<file path="config.mk">
export PLATFORM = sky130hd
export DESIGN_NAME = bitstat_unit
export DESIGN_NICKNAME = d
export VERILOG_FILES = /design/src/rtl/bitstat_pkg.sv /design/src/rtl/bitstat_rst_sync.sv /design/src/rtl/bitstat_bytemask.sv /design/src/rtl/bitstat_popcnt.sv /design/src/rtl/bitstat_parity.sv /design/src/rtl/bitstat_unit.sv
export SDC_FILE = /design/constraint.sdc
export NUM_CORES = 1
export LEC_CHECK = 0
export ABC_AREA = 1
export BUFFER_PORTS_ARGS = -buffer_cell sky130_fd_sc_hd__buf_4
export CELL_PAD_IN_SITES_DETAIL_PLACEMENT = 1
export CELL_PAD_IN_SITES_GLOBAL_PLACEMENT = 1
export CORE_ASPECT_RATIO = 1.1
export CORE_UTILIZATION = 36
export CTS_CLUSTER_DIAMETER = 200
export CTS_CLUSTER_SIZE = 28
export DETAILED_ROUTE_END_ITERATION = 12
export HOLD_SLACK_MARGIN = 0.15
export PLACE_DENSITY = 0.88
export SYNTH_ARGS = -nofsm -noshare
export SYNTH_HDL_FRONTEND = slang
export SYNTH_SLANG_ARGS = --single-unit
export TNS_END_PERCENT = 100
</file>
<file path="constraint.sdc">
create_clock -name clk -period 2.1 [get_ports clk]
set_clock_uncertainty 0.1 [all_clocks]
set_input_delay 0.105 -clock clk [delete_from_list [all_inputs] [get_ports clk]]
set_output_delay 0.105 -clock clk [all_outputs]
set_load 0.02 [all_outputs]
</file>
<file path="src/rtl/bitstat_pkg.sv">
package bitstat_pkg;

  localparam int unsigned BYTE_W = 8;

  typedef enum logic [2:0] {
    OP_BYTE_MASK = 3'd0,
    OP_CNT_BYTE  = 3'd1,
    OP_CNT_HALF  = 3'd2,
    OP_CNT_FULL  = 3'd3,
    OP_PAR_HALF  = 3'd4,
    OP_PAR_FULL  = 3'd5
  } op_e;

endpackage

</file>
<file path="src/rtl/bitstat_rst_sync.sv">
module bitstat_rst_sync #(
  parameter int unsigned STAGES = 2
) (
  input  logic clk,
  input  logic rst_n,
  output logic rst_n_sync
);

  logic [STAGES-1:0] chain_q;

  always_ff @(posedge clk or negedge rst_n) begin
    if (!rst_n) begin
      chain_q <= '0;
    end else begin
      chain_q <= {chain_q[STAGES-2:0], 1'b1};
    end
  end

  assign rst_n_sync = chain_q[STAGES-1];

endmodule

</file>
<file path="src/rtl/bitstat_bytemask.sv">
module bitstat_bytemask #(
  parameter int unsigned DATA_W = 64
) (
  input  logic [DATA_W-1:0] op_a,
  input  logic [DATA_W-1:0] op_b,
  output logic [DATA_W-1:0] mask
);

  import bitstat_pkg::*;

  localparam int unsigned NBYTE = DATA_W / BYTE_W;

  for (genvar b = 0; b < NBYTE; b++) begin : g_byte
    logic same;
    assign same = (op_a[b*BYTE_W +: BYTE_W] == op_b[b*BYTE_W +: BYTE_W]);
    assign mask[b*BYTE_W +: BYTE_W] = {BYTE_W{same}};
  end

endmodule

</file>
<file path="src/rtl/bitstat_popcnt.sv">
module bitstat_popcnt #(
  parameter int unsigned DATA_W = 64
) (
  input  logic [DATA_W-1:0] op_a,
  output logic [DATA_W-1:0] cnt_byte,
  output logic [DATA_W-1:0] cnt_half,
  output logic [DATA_W-1:0] cnt_full
);

  import bitstat_pkg::*;

  localparam int unsigned NBYTE   = DATA_W / BYTE_W;
  localparam int unsigned HALF_W  = DATA_W / 2;
  localparam int unsigned BPH     = NBYTE / 2;
  localparam int unsigned BC_W    = $clog2(BYTE_W + 1);
  localparam int unsigned HC_W    = $clog2(HALF_W + 1);
  localparam int unsigned FC_W    = $clog2(DATA_W + 1);

  logic [BC_W-1:0] byte_cnt [NBYTE];
  logic [HC_W-1:0] half_cnt [2];
  logic [FC_W-1:0] full_cnt;

  // Level 1: count each byte
  for (genvar b = 0; b < NBYTE; b++) begin : g_byte
    always_comb begin
      byte_cnt[b] = '0;
      for (int j = 0; j < int'(BYTE_W); j++) begin
        byte_cnt[b] = byte_cnt[b] + BC_W'(op_a[b*BYTE_W + j]);
      end
    end
    assign cnt_byte[b*BYTE_W +: BYTE_W] = BYTE_W'(byte_cnt[b]);
  end

  // Level 2: sum byte counts into each half
  for (genvar h = 0; h < 2; h++) begin : g_half
    always_comb begin
      half_cnt[h] = '0;
      for (int k = 0; k < int'(BPH); k++) begin
        half_cnt[h] = half_cnt[h] + HC_W'(byte_cnt[h*BPH + k]);
      end
    end
    assign cnt_half[h*HALF_W +: HALF_W] = HALF_W'(half_cnt[h]);
  end

  // Level 3: sum the two halves
  assign full_cnt = FC_W'(half_cnt[0]) + FC_W'(half_cnt[1]);
  assign cnt_full = DATA_W'(full_cnt);

endmodule

</file>
<file path="src/rtl/bitstat_parity.sv">
module bitstat_parity #(
  parameter int unsigned DATA_W = 64
) (
  input  logic [DATA_W-1:0] op_a,
  output logic [DATA_W-1:0] par_half,
  output logic [DATA_W-1:0] par_full
);

  import bitstat_pkg::*;

  localparam int unsigned NBYTE  = DATA_W / BYTE_W;
  localparam int unsigned HALF_W = DATA_W / 2;
  localparam int unsigned BPH    = NBYTE / 2;

  logic [NBYTE-1:0] low_bits;
  logic [1:0]       half_par;

  for (genvar b = 0; b < NBYTE; b++) begin : g_tap
    assign low_bits[b] = op_a[b*BYTE_W];
  end

  for (genvar h = 0; h < 2; h++) begin : g_half
    assign half_par[h] = ^low_bits[h*BPH +: BPH];
    assign par_half[h*HALF_W +: HALF_W] = {{(HALF_W-1){1'b0}}, half_par[h]};
  end

  assign par_full = {{(DATA_W-1){1'b0}}, ^half_par};

endmodule

</file>
<file path="src/rtl/bitstat_unit.sv">
module bitstat_unit #(
  parameter int unsigned DATA_W = 64
) (
  input  logic              clk,
  input  logic              rst_n,
  input  logic              in_valid,
  input  logic [2:0]        op_sel,
  input  logic [DATA_W-1:0] src_a,
  input  logic [DATA_W-1:0] src_b,
  output logic              out_valid,
  output logic [DATA_W-1:0] result
);

  import bitstat_pkg::*;

  logic              rst_n_int;
  logic [DATA_W-1:0] mask_w;
  logic [DATA_W-1:0] cnt_byte_w;
  logic [DATA_W-1:0] cnt_half_w;
  logic [DATA_W-1:0] cnt_full_w;
  logic [DATA_W-1:0] par_half_w;
  logic [DATA_W-1:0] par_full_w;
  logic [DATA_W-1:0] result_d;
  logic [DATA_W-1:0] result_q;
  logic              valid_q;

  bitstat_rst_sync #(.STAGES(2)) u_rst (
    .clk        (clk),
    .rst_n      (rst_n),
    .rst_n_sync (rst_n_int)
  );

  bitstat_bytemask #(.DATA_W(DATA_W)) u_mask (
    .op_a (src_a),
    .op_b (src_b),
    .mask (mask_w)
  );

  bitstat_popcnt #(.DATA_W(DATA_W)) u_cnt (
    .op_a     (src_a),
    .cnt_byte (cnt_byte_w),
    .cnt_half (cnt_half_w),
    .cnt_full (cnt_full_w)
  );

  bitstat_parity #(.DATA_W(DATA_W)) u_par (
    .op_a     (src_a),
    .par_half (par_half_w),
    .par_full (par_full_w)
  );

  // Next-state: operation select
  always_comb begin
    unique case (op_sel)
      OP_BYTE_MASK: result_d = mask_w;
      OP_CNT_BYTE:  result_d = cnt_byte_w;
      OP_CNT_HALF:  result_d = cnt_half_w;
      OP_CNT_FULL:  result_d = cnt_full_w;
      OP_PAR_HALF:  result_d = par_half_w;
      OP_PAR_FULL:  result_d = par_full_w;
      default:      result_d = '0;
    endcase
  end

  // Registers: result loads only under in_valid
  always_ff @(posedge clk or negedge rst_n_int) begin
    if (!rst_n_int) begin
      result_q <= '0;
    end else if (in_valid) begin
      result_q <= result_d;
    end
  end

  always_ff @(posedge clk or negedge rst_n_int) begin
    if (!rst_n_int) begin
      valid_q <= 1'b0;
    end else begin
      valid_q <= in_valid;
    end
  end

  assign out_valid = valid_q;
  assign result    = result_q;

endmodule

</file>
## After elaboration in Yosys (flattened, before gate mapping)

Cells that the tools add are included.

- Flip-flop bits (word level): 67
- Input bits: 134

- $add $sub $neg: 63
- Eq/ne operators: 13
- Multiplexer cells: 1
- Reduce and logical (&&, ||, !) cells: 4

Operators with widths:

| operator | count |
|---|---|
| case mux 64 bit (6 select lines) | 1 |
| adder 4 x 1 -> 4 bit | 48 |
| == test 8 bit | 8 |
| adder 6 x 4 -> 6 bit | 4 |
| adder 1 x 1 -> 2 bit | 8 |
| adder 4 x 4 -> 5 bit | 2 |
| XOR reduction 4 bit | 2 |
| adder 6 x 6 -> 7 bit | 1 |
| == test 3 x 2 -> 1 bit, second input constant | 2 |
| == test 3 bit, second input constant | 2 |
| == test 3 x 1 -> 1 bit, second input constant | 1 |
| logical NOT 3 bit | 1 |
| XOR reduction 2 bit | 1 |

## Longest topological paths before layout

- Depth after elaboration: 12
- Depth in mapped cells: 28
- Mapped depth without buffers: 28

## Cells and area by module

From an unflattened synthesis, not the netlist that was laid out.

- Cell total of the unflattened synthesis: 2163
- Area total of the unflattened synthesis: 12946.2 µm²

By module, submodules not included:

| module | instances | cells each | area each (µm²) | sequential area each (µm²) |
|---|---|---|---|---|
| bitstat_unit | 1 | 1121 | 6414.9 | 1626.6 |
| bitstat_popcnt | 1 | 458 | 3564.7 | 0.0 |
| bitstat_bytemask | 1 | 416 | 1801.7 | 0.0 |
| bitstat_parity | 1 | 165 | 1111.1 | 0.0 |
| bitstat_rst_sync | 1 | 3 | 53.8 | 50.0 |

## Worst setup path before layout

No wires, ideal clock.

- Path type: in2reg
- From: in src_a[32]
- To: reg result_q[3], in the netlist result[3]
- Setup time: 0.117 ns
- Arrival: 5.080 ns
- Data required time: 1.883 ns
- Setup slack: -3.197 ns
- Stages on the path: 23
- Buffers on the path: 0
- Path through: ha_1 > inv_1 > fa_1 > fa_1 > fa_1 > fa_1 > inv_1 > fa_1 > inv_1 > fa_1 > inv_1 > ha_1 > fa_1 > ha_1 > nand2_1 > nand2_1 > inv_1 > nand2_1 > or2_2 > nand3_1 > nand2_1 > nand2_1 > nand2_1

- Word-level cells in the longest chain between the ends: 12

RTL lines:

| what | RTL line | RTL |
|---|---|---|
| start, declared | bitstat_unit.sv:8 | `input logic [DATA_W-1:0] src_a,` |
| adder 1 x 1 -> 2 bit | bitstat_popcnt.sv:28 | `byte_cnt[b] = byte_cnt[b] + BC_W'(op_a[b*BYTE_W + j]);` |
| adder 4 x 1 -> 4 bit (6 in series) | bitstat_popcnt.sv:28 |  |
| adder 4 x 4 -> 5 bit | bitstat_popcnt.sv:39 | `half_cnt[h] = half_cnt[h] + HC_W'(byte_cnt[h*BPH + k]);` |
| adder 6 x 4 -> 6 bit (2 in series) | bitstat_popcnt.sv:39 |  |
| adder 6 x 6 -> 7 bit | bitstat_popcnt.sv:46 | `assign full_cnt = FC_W'(half_cnt[0]) + FC_W'(half_cnt[1]);` |
| case mux 64 bit (6 select lines) | bitstat_unit.sv:54 | `unique case (op_sel)` |
| end signal, assigned | bitstat_unit.sv:70 | `result_q <= result_d;` |
| end, declared | bitstat_unit.sv:24 | `logic [DATA_W-1:0] result_q;` |

Every way passes these cells.
A chain may end at the register's enable or synchronous reset.

## Worst setup path in the final report

- From: in src_a[1]
- To: reg result_q[3], in the netlist result[3]

- Word-level cells in the longest chain between the ends: 12
- Elaborated cells on any way between the ends: 13

RTL lines:

| what | RTL line |
|---|---|
| adder 1 x 1 -> 2 bit | bitstat_popcnt.sv:28 |
| adder 4 x 1 -> 4 bit (6 in series) | bitstat_popcnt.sv:28 |
| adder 4 x 4 -> 5 bit | bitstat_popcnt.sv:39 |
| adder 6 x 4 -> 6 bit (2 in series) | bitstat_popcnt.sv:39 |
| adder 6 x 6 -> 7 bit | bitstat_popcnt.sv:46 |
| case mux 64 bit (6 select lines) (*) | bitstat_unit.sv:54 |

Every way passes the cells marked *; elsewhere a longest branch is shown, timed or not.

==> impl_metrics.env <==
export IMPL_run_status="finished, violations left"
export IMPL_violations_in_the_final_reports="setup timing"
export IMPL_pwr_share_comb_pct=89.4
export IMPL_cts_htree_levels=2
export IMPL_share_of_flip_flops_with_an_asynchronous_set_or_reset_after_synthesis_pct=100
export IMPL_p_int_w=0.00918
export IMPL_timing_max_slew_rel_slack_pct=53.2
export IMPL_power_switching_w=0.00923
export IMPL_timing_final_hold_violations=0
export IMPL_cts_root_buf="sky130_fd_sc_hd__clkbuf_16"
export IMPL_start_kind="input port"
export IMPL_yosysUniqueCellTypes=32
export IMPL_dp_final_hpwl_um=16400
export IMPL_gpl_final_weighted_congestion=0.845
export IMPL_max_vdd_ir_drop_uv=2820
export IMPL_drt_iter0_markers=375
export IMPL_clock_network_fraction_of_total_power_pct=4.6
export IMPL_routedWlPerCell_um=20.6
export IMPL_layout_cell_area_non_filler_um2=9330
export IMPL_core_area_um2=15700
export IMPL_detail_route_first_pass_iterations=4
export IMPL_drt_total_wl_um=27200
export IMPL_final_period_utilization_pct=255
export IMPL_cellPowerDensity_nw_per_um2=1970
export IMPL_slew_violations=0
export IMPL_layout_min_cycle_time_ns=5.35
export IMPL_cap_viol_max_count=0
export IMPL_post_route_worst_setup_slack_ns=-3.25
export IMPL_num_rows=48
export IMPL_die_h_um=135
export IMPL_fmax_mhz=187
export IMPL_vias_per_cell=5.20
export IMPL_chipWidth_um=123
export IMPL_grt_pass1_vias=7442
export IMPL_numCtsBuffers=5
export IMPL_timing_critical_path_fanout_max=4
export IMPL_worstHoldPathType="reg -> async"
export IMPL_final_cell_mix="sky130_fd_sc_hd__buf_4 (275), sky130_fd_sc_hd__nand2_1 (262), sky130_fd_sc_hd__inv_1 (135)"
export IMPL_clkLatencyLatePin_ns=0.29
export IMPL_timing_critical_path_required_ns=2.17
export IMPL_cts_reportedPaths_clkPinSlew_ns=0.07
export IMPL_vias=6864
export IMPL_synth_nets=1053
export IMPL_setup_worst_path_end_class="flop"
export IMPL_numClockSinks=48
export IMPL_buffer_ports_inserted=198
export IMPL_dpl_instance_area_um2=8310
export IMPL_antenna_found_initial=0
export IMPL_ys_dominant_reg_cell="sky130_fd_sc_hd__dfrtp_1"
export IMPL_grt_overflow_total=0
export IMPL_final_setup_viol_count=37
export IMPL_worst_slew_pin_transition_ns=0.698
export IMPL_cts_tree="yes"
export IMPL_total_nets_final=1343
export IMPL_area_delta_synth_final_pct=60.6
export IMPL_drive_gt1_share_pct=43.0
export IMPL_initial_core_utilization_pct=36.9
export IMPL_largest_net_degree_at_the_start_of_global_routing=39
export IMPL_top_level_ports=199
export IMPL_synth_enable_flop_cells=0
export IMPL_synth_warning_count=0
export IMPL_all_layer_global_routing_usage_pct=29.6
export IMPL_drc=0
export IMPL_netSwitchingFraction_pct=50.1
export IMPL_synth_sequential_area_ratio_pct=20.7
export IMPL_grt_setup_unrepaired="yes"
export IMPL_detailedPlace_worstSlack_ns=-3.55
export IMPL_route_antenna_remaining_nets=0
export IMPL_floorplan_die_area_um2=16600
export IMPL_cp_arrival_ns=5.42
export IMPL_worstSetupPathType="in -> reg"
export IMPL_power_static_leakage_nw=5.15
export IMPL_syn_avg_cell_area_um2=7.01
export IMPL_syn_cell_area_um2=5810
export IMPL_hold_worst_slack_ns=0.161
export IMPL_antennaDiodeCount=0
export IMPL_fin_total_pwr_w=0.0184
export IMPL_wire_length_of_the_first_global_routing_pass_um=38000
export IMPL_synthCells=828
export IMPL_mostFrequentLayoutCell="sky130_fd_sc_hd__buf_4"
export IMPL_cts_buffer_depth=2
export IMPL_sequentialPowerShare_pct=6.1
export IMPL_yosys_register_bits=48
critical path, stage by stage:
cell and delay, ns:
sky130_fd_sc_hd__buf_8 0.10, sky130_fd_sc_hd__ha_4 0.26, sky130_fd_sc_hd__inv_2 0.04, sky130_fd_sc_hd__fa_1 0.49, sky130_fd_sc_hd__fa_1 0.44, sky130_fd_sc_hd__fa_2 0.38, sky130_fd_sc_hd__fa_2 0.41, sky130_fd_sc_hd__xnor2_4 0.25
sky130_fd_sc_hd__ha_4 0.26, sky130_fd_sc_hd__buf_4 0.14, sky130_fd_sc_hd__xnor2_2 0.16, sky130_fd_sc_hd__fa_1 0.59, sky130_fd_sc_hd__inv_1 0.10, sky130_fd_sc_hd__fa_2 0.63, sky130_fd_sc_hd__ha_4 0.24, sky130_fd_sc_hd__nand2_2 0.09
sky130_fd_sc_hd__inv_2 0.05, sky130_fd_sc_hd__nand2_1 0.09, sky130_fd_sc_hd__nand2_2 0.07, sky130_fd_sc_hd__or2_4 0.23, sky130_fd_sc_hd__nand3_2 0.06, sky130_fd_sc_hd__nand2_1 0.06, sky130_fd_sc_hd__nand2_1 0.09, sky130_fd_sc_hd__nand2_1 0.08
cells by family after synthesis:
kind of cell | synth area share, %
AOI/OAI and AO/OA | 5.15
xor gates and xnor gates | 6.64
adders and majority gates | 25.4
buffers and inverters | 14.3
DFF | 20.7
other | 0.0646
and+or+nand+nor | 27.7
stage by stage:
stage,utilization (%),setup TNS [ns],std cells
after global placement,52.8,-50.39,1289
after detailed placement,52.8,-53.49,1289
after global routing,59.3,-46.43,1319
final,59.3,-44.04,1319
after CTS,57.7,-39.43,1315
after floorplan,-,-38.55,828
layout make-up:
| type | count | area, µm² |
|---|---|---|
| Clock buffer | 6 | 139 |
| Clock inverter | 2 | 15.0 |
| Fill cell | 1971 | 6410 |
| Inverter | 165 | 619 |
| Multi-Input combinational cell | 584 | 4560 |
| Sequential cell | 48 | 1200 |
| Tap cell | 200 | 250 |
| Timing Repair Buffer | 314 | 2540 |
Yosys cell counts (2+ instances only):
| cell type | number | area, µm² |
|---|---|---|
| sky130_fd_sc_hd__nand4_1 | 11 | 68.8 |
| sky130_fd_sc_hd__a21oi_1 | 11 | 55.1 |
| sky130_fd_sc_hd__o21ai_0 | 31 | 155 |
| sky130_fd_sc_hd__nand2_1 | 280 | 1050 |
| sky130_fd_sc_hd__nand3_1 | 38 | 190 |
| sky130_fd_sc_hd__dfrtp_1 | 48 | 1200 |
| sky130_fd_sc_hd__ha_1 | 46 | 576 |
| sky130_fd_sc_hd__o21ai_1 | 9 | 45.0 |
| sky130_fd_sc_hd__nand2_2 | 2 | 12.5 |
| sky130_fd_sc_hd__or2_2 | 15 | 93.8 |
| sky130_fd_sc_hd__nor2_1 | 37 | 139 |
| sky130_fd_sc_hd__clkbuf_1 | 6 | 22.5 |
| sky130_fd_sc_hd__inv_2 | 4 | 15.0 |
| sky130_fd_sc_hd__xnor2_1 | 33 | 289 |
| sky130_fd_sc_hd__buf_6 | 2 | 22.5 |
| sky130_fd_sc_hd__buf_4 | 21 | 158 |
| sky130_fd_sc_hd__o21bai_1 | 3 | 22.5 |
| sky130_fd_sc_hd__xor2_1 | 11 | 96.3 |
| sky130_fd_sc_hd__nor3_1 | 2 | 10.0 |
| sky130_fd_sc_hd__inv_1 | 160 | 601 |
| sky130_fd_sc_hd__nor2_2 | 2 | 12.5 |
| sky130_fd_sc_hd__fa_1 | 45 | 901 |
| sky130_fd_sc_hd__nand3b_1 | 2 | 15.0 |
power groups by stage:
stage / logic [W] / clock network (W) / registers [W]
3_3_place_gp: 0.0102 / 0 / 0.00111
5_1_grt: 0.0173 / 0.000882 / 0.00112
4_1_cts: 0.0138 / 0.000825 / 0.00110
6_report: 0.0165 / 0.000839 / 0.00111
2_1_floorplan: 0.00720 / 0 / 0.00125
3_5_place_dp: 0.0108 / 0 / 0.00112
flip-flops by register name, indices dropped and copies added, names as in the netlist:
name and flops:
result 45, out_valid 1, u_rst.chain_q 2
repair_timing:
item	CTS	global route
pin swaps	57	22
gates resized for setup	101	49
setup buffers	15	7
setup endpoints to repair	35	37
hold endpoints to repair	14	0
hold buffers	4	0
routing by layer:
| metal | routed length [µm] | vias to the layer above | track usage, % |
|---|---|---|---|
| met3 | 1560 | 106 | 3.03 |
| met1 | 10100 | 3371 | 34.4 |
| met2 | 14200 | 339 | 54.6 |
| met4 | 1290 | 0 | 12.6 |
| li1 | - | 3048 | - |
| met5 | 0 | - | 0 |
final timing paths:
path | from | end | slack, ns | cells after the start
worst max-delay path | src_a[1] | result[3] | -3.25 | 24
worst min-delay path | u_rst.chain_q[1] | result[5] | 0.16 | 1
worst max register to register | u_rst.chain_q[1] | result[55] | 0.83 | 1
worst min register to register | u_rst.chain_q[1] | result[5] | 0.16 | 1
max in group asynchronous | u_rst.chain_q[1] | result[55] | 0.83 | 1
min in group clk | in_valid | out_valid | 0.20 | 2
Power figures use the tool's default switching activity.
